## src/rtl/rr_pkg.sv

```systemverilog
// Package: shared kinds and sizes for the round-robin victim selector.
// Assumes: only two cache kinds exist, each with a fixed way count.
package rr_pkg;
    typedef enum logic [0:0] {
        RR_MAIN = 1'b0,
        RR_AUX  = 1'b1
    } rr_kind_e;

    localparam int MAIN_WAYS = 32;
    localparam int AUX_WAYS  = 2;

    // Way count implied by a cache kind.
    function automatic int ways_for(rr_kind_e kind);
        return (kind == RR_AUX) ? AUX_WAYS : MAIN_WAYS;
    endfunction
endpackage

```

## src/rtl/rr_clamp.sv

```systemverilog
// rr_clamp: raises a stored pointer to the first unlocked way.
// Assumes: locked ways are the contiguous block 0 .. lock_i-1.
module rr_clamp #(
    parameter int WAY_W = 5
) (
    input  logic [WAY_W-1:0] ptr_i,
    input  logic [WAY_W-1:0] lock_i,
    output logic [WAY_W-1:0] eff_o
);
    // Pick the larger of the pointer and the lock floor.
    always_comb begin
        eff_o = (ptr_i < lock_i) ? lock_i : ptr_i;
    end
endmodule

```

## src/rtl/rr_advance.sv

```systemverilog
// rr_advance: next pointer after a fill into the effective victim way.
// Assumes: eff_i is already clamped to at least lock_i.
module rr_advance #(
    parameter int WAYS  = 32,
    parameter int WAY_W = 5
) (
    input  logic [WAY_W-1:0] eff_i,
    input  logic [WAY_W-1:0] lock_i,
    output logic [WAY_W-1:0] nxt_o
);
    localparam logic [WAY_W-1:0] LAST = WAY_W'(WAYS - 1);

    // Step forward, wrapping from the top way to the first unlocked way.
    always_comb begin
        if (eff_i == LAST) begin
            nxt_o = lock_i;
        end else begin
            nxt_o = eff_i + WAY_W'(1);
        end
    end
endmodule

```

## src/rtl/rr_ptr_bank.sv

```systemverilog
// rr_ptr_bank: one pointer register per set, written only by a fill.
// Assumes: synchronous active-low reset; all pointers reset to the top way.
module rr_ptr_bank #(
    parameter int SETS  = 16,
    parameter int WAYS  = 32,
    parameter int SET_W = 4,
    parameter int WAY_W = 5
) (
    input  logic                  clk,
    input  logic                  rst_n,
    input  logic                  wr_en,
    input  logic [SET_W-1:0]      wr_set,
    input  logic [WAY_W-1:0]      wr_ptr,
    output logic [SETS*WAY_W-1:0] ptr_flat
);
    localparam logic [WAY_W-1:0] LAST = WAY_W'(WAYS - 1);

    for (genvar s = 0; s < SETS; s++) begin : g_set
        logic [WAY_W-1:0] ptr_q;

        // Hold or update this set's pointer.
        always_ff @(posedge clk) begin
            if (!rst_n) begin
                ptr_q <= LAST;
            end else if (wr_en && (wr_set == SET_W'(s))) begin
                ptr_q <= wr_ptr;
            end
        end

        assign ptr_flat[s*WAY_W +: WAY_W] = ptr_q;
    end
endmodule

```

## src/rtl/rr_victim_sel.sv

```systemverilog
// rr_victim_sel: per-set round-robin replacement pointer with locked-way skip.
// Assumes: the fill always targets the current victim of fill_set; lock counts
// stay within 0 .. WAYS-1; SETS is at least 2.
module rr_victim_sel #(
    parameter rr_pkg::rr_kind_e KIND = rr_pkg::RR_MAIN,
    parameter int SETS = 16,
    localparam int WAYS  = rr_pkg::ways_for(KIND),
    localparam int WAY_W = $clog2(WAYS),
    localparam int SET_W = $clog2(SETS)
) (
    input  logic                  clk,
    input  logic                  rst_n,
    input  logic                  fill_en,
    input  logic [SET_W-1:0]      fill_set,
    input  logic [SETS*WAY_W-1:0] lock_cnt,
    input  logic [SET_W-1:0]      req_set,
    output logic [WAY_W-1:0]      victim_way
);
    logic [SETS*WAY_W-1:0] ptr_flat;
    logic [WAY_W-1:0]      fill_ptr, fill_lock, fill_eff, fill_nxt;
    logic [WAY_W-1:0]      req_ptr, req_lock;

    // Select the filled set's pointer and lock count.
    always_comb begin
        fill_ptr  = ptr_flat[fill_set*WAY_W +: WAY_W];
        fill_lock = lock_cnt[fill_set*WAY_W +: WAY_W];
    end

    // Select the requested set's pointer and lock count.
    always_comb begin
        req_ptr  = ptr_flat[req_set*WAY_W +: WAY_W];
        req_lock = lock_cnt[req_set*WAY_W +: WAY_W];
    end

    rr_clamp #(.WAY_W(WAY_W)) u_fill_clamp (
        .ptr_i  (fill_ptr),
        .lock_i (fill_lock),
        .eff_o  (fill_eff)
    );

    rr_advance #(.WAYS(WAYS), .WAY_W(WAY_W)) u_adv (
        .eff_i  (fill_eff),
        .lock_i (fill_lock),
        .nxt_o  (fill_nxt)
    );

    rr_ptr_bank #(.SETS(SETS), .WAYS(WAYS), .SET_W(SET_W), .WAY_W(WAY_W)) u_bank (
        .clk      (clk),
        .rst_n    (rst_n),
        .wr_en    (fill_en),
        .wr_set   (fill_set),
        .wr_ptr   (fill_nxt),
        .ptr_flat (ptr_flat)
    );

    rr_clamp #(.WAY_W(WAY_W)) u_req_clamp (
        .ptr_i  (req_ptr),
        .lock_i (req_lock),
        .eff_o  (victim_way)
    );
endmodule

```

## config.mk

```make
export PLATFORM = sky130hd
export DESIGN_NAME = rr_victim_sel
export DESIGN_NICKNAME = d
export VERILOG_FILES = /design/src/rtl/rr_pkg.sv /design/src/rtl/rr_clamp.sv /design/src/rtl/rr_advance.sv /design/src/rtl/rr_ptr_bank.sv /design/src/rtl/rr_victim_sel.sv
export SDC_FILE = /design/constraint.sdc
export NUM_CORES = 1
export LEC_CHECK = 0
export ABC_CLOCK_PERIOD_IN_PS = 6900
export BUFFER_PORTS_ARGS = -buffer_cell sky130_fd_sc_hd__buf_2
export CAP_MARGIN = 20
export CORE_AREA = 4 4 139 141
export CTS_BUF_LIST = sky130_fd_sc_hd__clkbuf_8
export DETAILED_ROUTE_END_ITERATION = 8
export DIE_AREA = 0 0 143 145
export GPL_ROUTABILITY_DRIVEN = 0
export GPL_TIMING_DRIVEN = 1
export PLACE_DENSITY = 0.57
export SYNTH_ARGS = -nofsm -noshare
export SYNTH_HDL_FRONTEND = slang
export SYNTH_HIERARCHICAL = 1
export SYNTH_SLANG_ARGS = --single-unit
```

## constraint.sdc

```tcl
create_clock -name clk -period 6.9 [get_ports clk]
set_input_delay 0.345 -clock clk [delete_from_list [all_inputs] [get_ports clk]]
set_output_delay 0.345 -clock clk [all_outputs]
set_load 0.05 [all_outputs]
```

==> results of run 1 <==
## final cells by class
type	count	share of cell area, %
Multi-Input combinational cell	504	61.8
Sequential cell	80	22.8
Timing Repair Buffer	107	8.10
Tap cell	229	4.09
Clock buffer	9	1.77
Clock inverter	6	0.874
Inverter	10	0.535
## logic make-up after synthesis
kind of cell             count (synthesis)  synth area share, %
AND/OR/NAND/NOR                        241                 18.5
AO/OA/AOI/OAI                          159                 17.3
multiplexers                            92                 30.8
flip-flops                              80                 25.5
buffers and inverters                   72                 5.53
adder cells (fa/ha/maj)                 10                 2.00
XOR/XNOR                                 2                0.279
## metal layers
layer	part of all wire [%]	vias to the layer above	track usage, %
li1	-	2629	-
met1	45	2826	27.4
met2	46	237	28.7
met3	7.3	15	2.96
met4	1.2	0	4.47
met5	0	-	0
## through the flow
step | hold WS, ns | instances | worst slack, ns
floorplan | 0.460 | 656 | 2.83
global placement | 0.473 | 930 | 1.93
detailed placement | 0.483 | 930 | 1.80
CTS | 0.494 | 945 | 2.18
global route | 0.525 | 945 | 1.69
finish | 0.491 | 945 | 2.19
## cells in the final DEF, fill, tap and decap left out, types with 13 or more instances in the layout
master,n
o21ai_1,18
mux4_2,80
o21ai_0,61
buf_2,94
nand2_1,116
dfxtp_1,80
a22oi_1,40
nand3_1,82
buf_4,13
## how the worst min path moves through the flow
stage	start	end	depth (start not counted)
2_1_floorplan	u_bank/g_set[2].ptr_q[0]	u_bank/g_set[2].ptr_q[0]	2
3_3_place_gp	u_bank/g_set[1].ptr_q[0]	u_bank/g_set[1].ptr_q[0]	2
3_5_place_dp	u_bank/g_set[1].ptr_q[0]	u_bank/g_set[1].ptr_q[0]	2
4_1_cts	u_bank/g_set[1].ptr_q[0]	u_bank/g_set[1].ptr_q[0]	2
5_1_grt	u_bank/g_set[2].ptr_q[2]	u_bank/g_set[2].ptr_q[2]	2
6_report	u_bank/g_set[1].ptr_q[0]	u_bank/g_set[1].ptr_q[0]	2
## power groups by stage
stage / clock (mW) / combinational, mW / sequential, mW
floorplan: 0 / 0.391 / 0.488
global placement: 0 / 0.527 / 0.490
detailed placement: 0 / 0.526 / 0.491
CTS: 0.345 / 0.529 / 0.480
global route: 0.366 / 0.574 / 0.482
finish: 0.338 / 0.531 / 0.480
## worst max-delay path: cells and delay by family
| family | cells | cell delay [ns] |
|---|---|---|
| AOI/OAI and AO/OA | 4 | 1.07 |
| adders and majority gates | 3 | 0.77 |
| buffers and inverters | 2 | 0.94 |
| muxes | 2 | 0.76 |
| and+or+nand+nor | 5 | 1.03 |
==> summary.txt, run 1 <==
largest net degree at the start of global routing -> 81
# hold bufs at CTS -> 0
hold crit path type -> reg -> reg
EDFF count, synth -> 0
Inserted Diodes -> 0
Post-Layout Inst Area -> 0.00701 mm^2
unrepaired setup endpoints after global routing -> no
Slew Limit Fails -> 0
CORE AREA -> 0.0180 mm^2
most used flip-flop cell after synthesis -> dfxtp_1
combinational power share -> 39.3%
max reg flops -> 80
fin crit share -> 68.3%
clk_skew -> 0.0125 ns
sequential cell area -> 0.00160 mm^2
setup_tns -> 0 ns
Seq cells post-synth -> 80
Sw Share -> 37.4%
synth warn -> 6
element type at the critical path start -> input pin
Seq/Total Area, Yosys -> 25.5%
Net Sw Power -> 504 uW
clock power share -> 25.1%
Die Span Y -> 145 um
routed vias -> 5707
max_cap viols -> 0
CTS tree -> yes
initial drt markers -> 440
post-CTS sizing -> 0
Commonest cells post-synth -> 116 x nand2_1, 82 x nand3_1, 80 x dfxtp_1, 80 x mux4_2, 61 x o21ai_0
post-synth net total -> 757
FP Rows -> 49
Critical Path RT -> 7.19 ns
Tightest Pin Transition -> 1.03 ns
area of the multi-input gates -> 0.00433 mm^2
Starting Density -> 34.9%
# IOs -> 96
Die Wd -> 143 um
Post-CTS Setup Inserts -> 0
internal power -> 845 uW
CP endpoint -> u_bank/g_set[0].ptr_q[0]
largest area contributor in the netlist -> mux4_2
count leader, synth -> nand2_1
mapped cell area -> 0.00627 mm^2
PnR Total Power -> 1.35 mW
Netlist cell types -> 39
fmax -> 0.212 GHz
Arr. time, crit path -> 5.00 ns
number of global-route vias before repair -> 5497
Total GRT Usage -> 18.6%
H-tree Lvls -> 3
Pleak -> 2.47 nW
die area -> 0.0207 mm^2
Setup violations, final -> 0
global-route wire length before repair -> 30600 um
post-route ant nets -> 0
# DRC -> 0
Reg2Reg Depth -> 14
post-layout util -> 39.0%
FILL cells -> 1826
# port buffers -> 95
capturing point of the worst reg2reg path -> u_bank/g_set[0].ptr_q[0]
Area growth syn-to-layout -> 11.8%
CP Max Fanout -> 54
CP Launch Point -> fill_set[0]
share of layout cells above drive strength 1 -> 32.5%
setup slack, reg-to-reg -> 2.70 ns
final hold violation count -> 0
Detailed Routing Iterations Pass 1 -> 5
CP dominant cell by count -> ha_1
routed len/inst -> 21.1 um
biggest regs -> u_bank/g_set.ptr_q (80)
largest register by flop count -> u_bank/g_set.ptr_q
Sequential Power Share -> 35.6%
CP Cell Sequence -> buf_4, buf_4, mux4_2, a22oi_1, nand2_1, ha_1, a21oi_4, mux2i_1, o211ai_2, ha_1, and3_2, ha_1, o21ai_0, nor3b_1, nand2_1, nand3_1
clk sinks -> 80
Worst R2R Start -> u_bank/g_set[3].ptr_q[4]
crit-path max cell delay -> 0.61 ns
grt ovf -> 0
synthesized area per cell -> 9.56 um^2
crit path time final -> 4.71 ns
initial antenna violation count -> 0
cts bufs inserted -> 9
Slew HR -> 31.5%
Cell Pwr Density -> 192 mW/mm^2
clock slew seen by the registers of the worst setup and hold paths -> 0.08 ns
top cell type's share of synthesized area -> 28.7%
CP Class -> in -> reg
clk root buf -> clkbuf_8
# nets final -> 813
Post-Synthesis Cells -> 656
Area contributors post-synth -> mux4_2 29%, dfxtp_1 26%, nand2_1 6.9%
Post-DP HPWL -> 13800 um
Max Root-Sink Buffers -> 2
slowest stage cell on the critical path -> buf_4
worst vdd ir -> 0.100 mV
status -> completed
CP endpoint kind -> register
Avg Vias per Cell -> 6.04
placed cell area -> 0.00683 mm^2
worst skew pair latency -> 0.36 ns
Detailed Route WL -> 19900 um
FFs w/ async S/R, synth -> 0%
No activity file was read; power rests on OpenSTA's default activity.
==> run 2: changes to the inputs <==
--- a/config.mk
+++ b/config.mk
@@ -5,7 +5,7 @@
 export SDC_FILE = /design/constraint.sdc
 export NUM_CORES = 1
 export LEC_CHECK = 0
-export ABC_CLOCK_PERIOD_IN_PS = 6900
+export ABC_CLOCK_PERIOD_IN_PS = 4300
 export BUFFER_PORTS_ARGS = -buffer_cell sky130_fd_sc_hd__buf_2
 export CAP_MARGIN = 20
 export CORE_AREA = 4 4 139 141
@@ -14,7 +14,7 @@
 export DIE_AREA = 0 0 143 145
 export GPL_ROUTABILITY_DRIVEN = 0
 export GPL_TIMING_DRIVEN = 1
-export PLACE_DENSITY = 0.57
+export PLACE_DENSITY = 0.59
 export SYNTH_ARGS = -nofsm -noshare
 export SYNTH_HDL_FRONTEND = slang
 export SYNTH_HIERARCHICAL = 1
==> constraint.sdc (replaced) <==
create_clock -name clk -period 4.3 [get_ports clk]
set_input_delay 0.215 -clock clk [delete_from_list [all_inputs] [get_ports clk]]
set_output_delay 0.215 -clock clk [all_outputs]
set_load 0.05 [all_outputs]
==> run 2 against run 1 <==
  * First-iteration DRC count up 11%
  * Worst setup slack worse by 1.9 ns
  * Total power up 65%
  * Sequential share of layout area down 0.97 points
  * Cell count up 3.7%
  * Global-route usage up 1.7 points
  * Routed wire length up 7.2%
  * Sequential cell count unchanged
  * Register-to-register slack worse by 2.4 ns
  * Clock skew down 0.0046 ns
  * Cell area up 4.4%
  * Hold slack worse by 0.061 ns
  * Critical path type is now reg -> reg
  * Critical endpoint is now u_bank/g_set[10].ptr_q[4]
==> summary.txt, run 2 (synthesis gave the netlist of run 1 again) <==
Detailed Routing Iterations Pass 1 -> 5
global-route wire length before repair -> 33000 um
Reg2Reg Depth -> 15
worst skew pair latency -> 0.36 ns
CP Cell Sequence -> mux4_2, a22oi_1, nand2_1, ha_1, a21oi_4, buf_4, o2111ai_1, o211ai_2, ha_1, and3_2, ha_1, mux2_4, and3b_1, nand2_1, nand3_1
Die Span Y -> 145 um
max_cap viols -> 0
Detailed Route WL -> 21400 um
fmax -> 0.248 GHz
crit-path max cell delay -> 0.48 ns
Post-DP HPWL -> 14800 um
setup_tns -> 0 ns
Max Root-Sink Buffers -> 2
Starting Density -> 34.9%
most common cell after layout, fill and taps aside -> nand2_1
worst vdd ir -> 0.147 mV
initial antenna violation count -> 0
final hold violation count -> 0
Worst R2R Start -> u_bank/g_set[11].ptr_q[4]
FP Rows -> 49
grt ovf -> 0
Critical Path RT -> 4.49 ns
die area -> 0.0207 mm^2
biggest regs -> u_bank/g_set.ptr_q (80)
initial drt markers -> 489
largest register by flop count -> u_bank/g_set.ptr_q
status -> completed
# nets final -> 847
hold crit path type -> in -> reg
fin crit share -> 93.6%
number of global-route vias before repair -> 5936
post-layout util -> 40.8%
Crit path max-delay family -> adder cells
Area growth syn-to-layout -> 16.8%
clk root buf -> clkbuf_8
Pleak -> 2.66 nW
# DRC -> 0
Crit path buffers/inverters -> 1
Min-Delay Path Depth -> 4
Setup violations, final -> 0
Slew Limit Fails -> 0
slowest stage cell on the critical path -> mux4_2
CP Max Fanout -> 8
CTS tree -> yes
H-tree Lvls -> 3
clk sinks -> 80
# hold bufs at CTS -> 0
Arr. time, crit path -> 4.22 ns
CORE AREA -> 0.0180 mm^2
clock slew seen by the registers of the worst setup and hold paths -> 0.08 ns
capturing point of the worst reg2reg path -> u_bank/g_set[10].ptr_q[4]
# port buffers -> 95
cts bufs inserted -> 9
hold path endpoint -> u_bank/g_set[2].ptr_q[2]
CP endpoint kind -> register
FILL cells -> 1806
Slew HR -> 27.1%
# IOs -> 96
crit path time final -> 4.03 ns
Avg Vias per Cell -> 6.09
Cell Pwr Density -> 304 mW/mm^2
largest net degree at the start of global routing -> 81
share of layout cells above drive strength 1 -> 35.6%
element type at the critical path start -> register
HP Start -> fill_set[2]
routed vias -> 5972
Die Wd -> 143 um
setup slack, reg-to-reg -> 0.27 ns
Inserted Diodes -> 0
Total GRT Usage -> 20.3%
CP Class -> reg -> reg
CP dominant cell by count -> ha_1
routed len/inst -> 21.8 um
post-route ant nets -> 0
commonest cells after routing, fill and taps aside -> 116 x nand2_1, 94 x buf_2, 82 x nand3_1, 80 x mux4_2, 80 x dfxtp_1
Tightest Pin Transition -> 1.09 ns
clk_skew -> 0.00796 ns
max reg flops -> 80
unrepaired setup endpoints after global routing -> no
## run 2: changes by cell type in the layout (fill, tap and decap cells not counted), moves of 2 or more
cell	previous run	this run
buf_4	13	43
buf_12	0	4
clkbuf_8	9	12
clkinv_2	3	1
inv_1	10	12
## run 2: what timing repair did
action / 4_1_cts / 5_1_grt
resized for setup: 0 / 1
setup endpoints to repair: 0 / 4
setup buffers: 0 / 0
hold endpoints to repair: 0 / 0
## run 2: tightest hold or removal path, stage by stage
cell and delay, ns:
buf_2 0.19, nor3b_4 0.17, nand2_1 0.10, nand3_1 0.06
## run 2: area by class of cell
class | instances | area (um^2) | area share (%)
Multi-Input combinational cell | 504 | 4340 | 59.3
Sequential cell | 80 | 1600 | 21.9
Timing Repair Buffer | 141 | 873 | 11.9
Tap cell | 229 | 287 | 3.91
Clock buffer | 12 | 165 | 2.26
Inverter | 10 | 37.5 | 0.513
Clock inverter | 4 | 20.0 | 0.273
## run 2: power by group
part | internal, mW | leakage [nW] | switching, mW
clock network | 0.252 | 0.101 | 0.274
logic | 0.389 | 1.91 | 0.540
registers | 0.758 | 0.651 | 0.0121
## run 2: metrics by stage
step	hold WS [ns]	setup WS [ns]	instance area, um^2	cells	power (mW)
5_1_grt	0.473	0.00739	7320	980	2.34
4_1_cts	0.407	0.259	7320	980	2.23
6_report	0.430	0.273	7320	980	2.23
2_1_floorplan	0.460	0.359	6270	656	1.41
3_5_place_dp	0.487	0.0543	7130	964	1.70
3_3_place_gp	0.479	0.105	7130	964	1.70
## run 2: worst max-delay path by stage
stage	startpoint	to	slack (ns)	cells after the start
6_report	u_bank/g_set[11].ptr_q[4]	u_bank/g_set[10].ptr_q[4]	0.27	15
5_1_grt	u_bank/g_set[11].ptr_q[4]	u_bank/g_set[0].ptr_q[0]	0.007	16
4_1_cts	u_bank/g_set[11].ptr_q[4]	u_bank/g_set[0].ptr_q[2]	0.26	14
3_5_place_dp	fill_set[0]	u_bank/g_set[0].ptr_q[2]	0.05	16
3_3_place_gp	fill_set[0]	u_bank/g_set[0].ptr_q[0]	0.10	18
2_1_floorplan	fill_set[0]	u_bank/g_set[8].ptr_q[0]	0.36	17
## run 2: layer usage
layer | wire (um) | part of all wire (%) | GRT usage [%]
met2 | 9400 | 44 | 30.5
met3 | 2040 | 9.6 | 3.52
met5 | 0 | 0 | 0
met1 | 9510 | 44 | 29.6
met4 | 421 | 2.0 | 6.46
==> run 3: changes to the inputs <==
--- a/config.mk
+++ b/config.mk
@@ -5,7 +5,7 @@
 export SDC_FILE = /design/constraint.sdc
 export NUM_CORES = 1
 export LEC_CHECK = 0
-export ABC_CLOCK_PERIOD_IN_PS = 4300
+export ABC_CLOCK_PERIOD_IN_PS = 3400
 export BUFFER_PORTS_ARGS = -buffer_cell sky130_fd_sc_hd__buf_2
 export CAP_MARGIN = 20
 export CORE_AREA = 4 4 139 141
==> constraint.sdc (replaced) <==
create_clock -name clk -period 3.4 [get_ports clk]
set_input_delay 0.17 -clock clk [delete_from_list [all_inputs] [get_ports clk]]
set_output_delay 0.17 -clock clk [all_outputs]
set_load 0.05 [all_outputs]
==> run 3 against run 2 <==
  * The flow now finishes with violations (negative setup slack)
  * Global-route usage is 0.65 points lower
  * Register-to-register slack got worse by 0.28 ns
  * Critical path type unchanged
  * Critical path depth shrank 1
  * Die area unchanged
  * Non-clock buffer count is 38 higher
  * Routed wire length barely moved
  * Clock power increased by 53%
  * Clock skew up 0.0012 ns
  * Maximum frequency is 18% higher
  * Largest cell class unchanged
==> summary.txt, run 3 (synthesis gave the netlist of run 1 again) <==
biggest regs -> u_bank/g_set.ptr_q (80)
slowest stage cell on the critical path -> mux4_2
max_cap viols -> 0
H-tree Lvls -> 3
hold_ws -> 0.263 ns
CP Max Fanout -> 8
Max Root-Sink Buffers -> 2
global-route wire length before repair -> 32500 um
CP dominant cell by count -> ha_4
Avg Vias per Cell -> 6.01
Inserted Diodes -> 0
Crit path max-delay family -> multiplexers
# DRC -> 0
routed vias -> 6119
crit path time final -> 3.41 ns
worst skew pair latency -> 0.37 ns
grt ovf -> 0
CP Class -> reg -> reg
final hold violation count -> 0
Pleak -> 2.88 nW
FP Rows -> 49
clock slew seen by the registers of the worst setup and hold paths -> 0.09 ns
Area growth syn-to-layout -> 26.1%
largest register by flop count -> u_bank/g_set.ptr_q
initial drt markers -> 648
worst slack, placed -> -0.383 ns
routed len/inst -> 21.0 um
clk sinks -> 80
Arr. time, crit path -> 3.64 ns
fmax -> 0.293 GHz
share of layout cells above drive strength 1 -> 44.7%
commonest cells after routing, fill and taps aside -> 106 x nand2_1, 94 x buf_2, 80 x mux4_2, 80 x nand3_1
Cell Pwr Density -> 397 mW/mm^2
die area -> 0.0207 mm^2
Crit path depth -> 14
Critical Path RT -> 3.63 ns
crit-path max cell delay -> 0.47 ns
status -> complete, but fails checks
initial antenna violation count -> 0
Crit path buffers/inverters -> 0
FILL cells -> 1738
CP Cell Sequence -> mux4_2, a22oi_2, nand2_2, ha_4, a21oi_4, mux2i_1, o211ai_2, ha_2, and3_4, ha_4, mux2_4, and3b_2, nand2_1, nand3_1
clk_skew -> 0.00918 ns
worst vdd ir -> 0.228 mV
placed cell count -> 992
fin crit share -> 100%
max reg flops -> 80
Final Worst Setup Slack -> -0.0103 ns
clk root buf -> clkbuf_8
Min-Delay Path Depth -> 2
unrepaired setup endpoints after global routing -> yes
Die Span Y -> 145 um
# hold bufs at CTS -> 0
Slew Limit Fails -> 0
Die Wd -> 143 um
Slew HR -> 28.7%
hold crit path type -> in -> reg
post-route insts no fill -> 1018
number of global-route vias before repair -> 5946
Detailed Routing Iterations Pass 1 -> 5
most common cell after layout, fill and taps aside -> nand2_1
Tightest Pin Transition -> 1.07 ns
largest net degree at the start of global routing -> 50
# nets final -> 885
Total GRT Usage -> 19.6%
CORE AREA -> 0.0180 mm^2
Detailed Route WL -> 21400 um
Reg2Reg Depth -> 14
Setup violations, final -> 2
failing checks -> negative setup slack
element type at the critical path start -> register
# port buffers -> 95
# IOs -> 96
CP endpoint kind -> register
CTS tree -> yes
Post-DP HPWL -> 14700 um
Starting Density -> 34.9%
cts bufs inserted -> 9
post-route ant nets -> 0
-- run 3: through the flow --
stage                     power [mW]  TNS, ns  util [%]  instance area, um^2
after floorplan                 1.81    -3.48         -                 6380
after global placement          2.22   -23.01      41.4                 7440
after detailed placement        2.23   -23.13      41.4                 7440
after CTS                       3.08  -0.0363      43.4                 7790
after global routing            3.28    -4.13      44.0                 7910
final                           3.14  -0.0160      44.0                 7910
-- run 3: area by class of cell --
cell class              count  area, um^2  share of cell area [%]
multi-input cells         504        4550                    57.5
flip-flops and latches     80        1610                    20.3
repair buffers            179        1210                    15.3
well taps                 229         287                    3.62
clock buffers              10         138                    1.74
clock inverters             6        83.8                    1.06
inverters                  10        37.5                   0.475
-- run 3: worst paths after layout --
check,startpoint,endpoint,slack [ns]
max,u_bank/g_set[3].ptr_q[4],u_bank/g_set[5].ptr_q[4],-0.01
min,rst_n,u_bank/g_set[7].ptr_q[1],0.26
max reg2reg,u_bank/g_set[3].ptr_q[4],u_bank/g_set[5].ptr_q[4],-0.01
min reg2reg,u_bank/g_set[0].ptr_q[0],u_bank/g_set[0].ptr_q[0],0.50
-- run 3: metal layers --
metal  wire [um]  vias to the layer above  track usage, %  part of all wire (%)
li1            -                     2785               -                     -
met1        9470                     3020            28.6                    44
met2        9890                      293            31.0                    46
met3        1740                       21            2.40                   8.1
met4         284                        0            4.99                   1.3
met5           0                        -               0                     0
-- run 3: power by group --
group | switching (mW) | leakage [nW] | internal, mW
Combinational | 0.726 | 2.12 | 0.636
Clock | 0.373 | 0.110 | 0.430
Sequential | 0.0152 | 0.649 | 0.959
Total | 1.11 | 2.88 | 2.02
-- run 3: timing repair --
action / CTS / global route
setup endpoints to repair: 70 / 85
pin swaps: 10 / 14
buffers inserted: 5 / 5
resized for setup: 21 / 30
endpoints found under the hold margin: 0 / 0
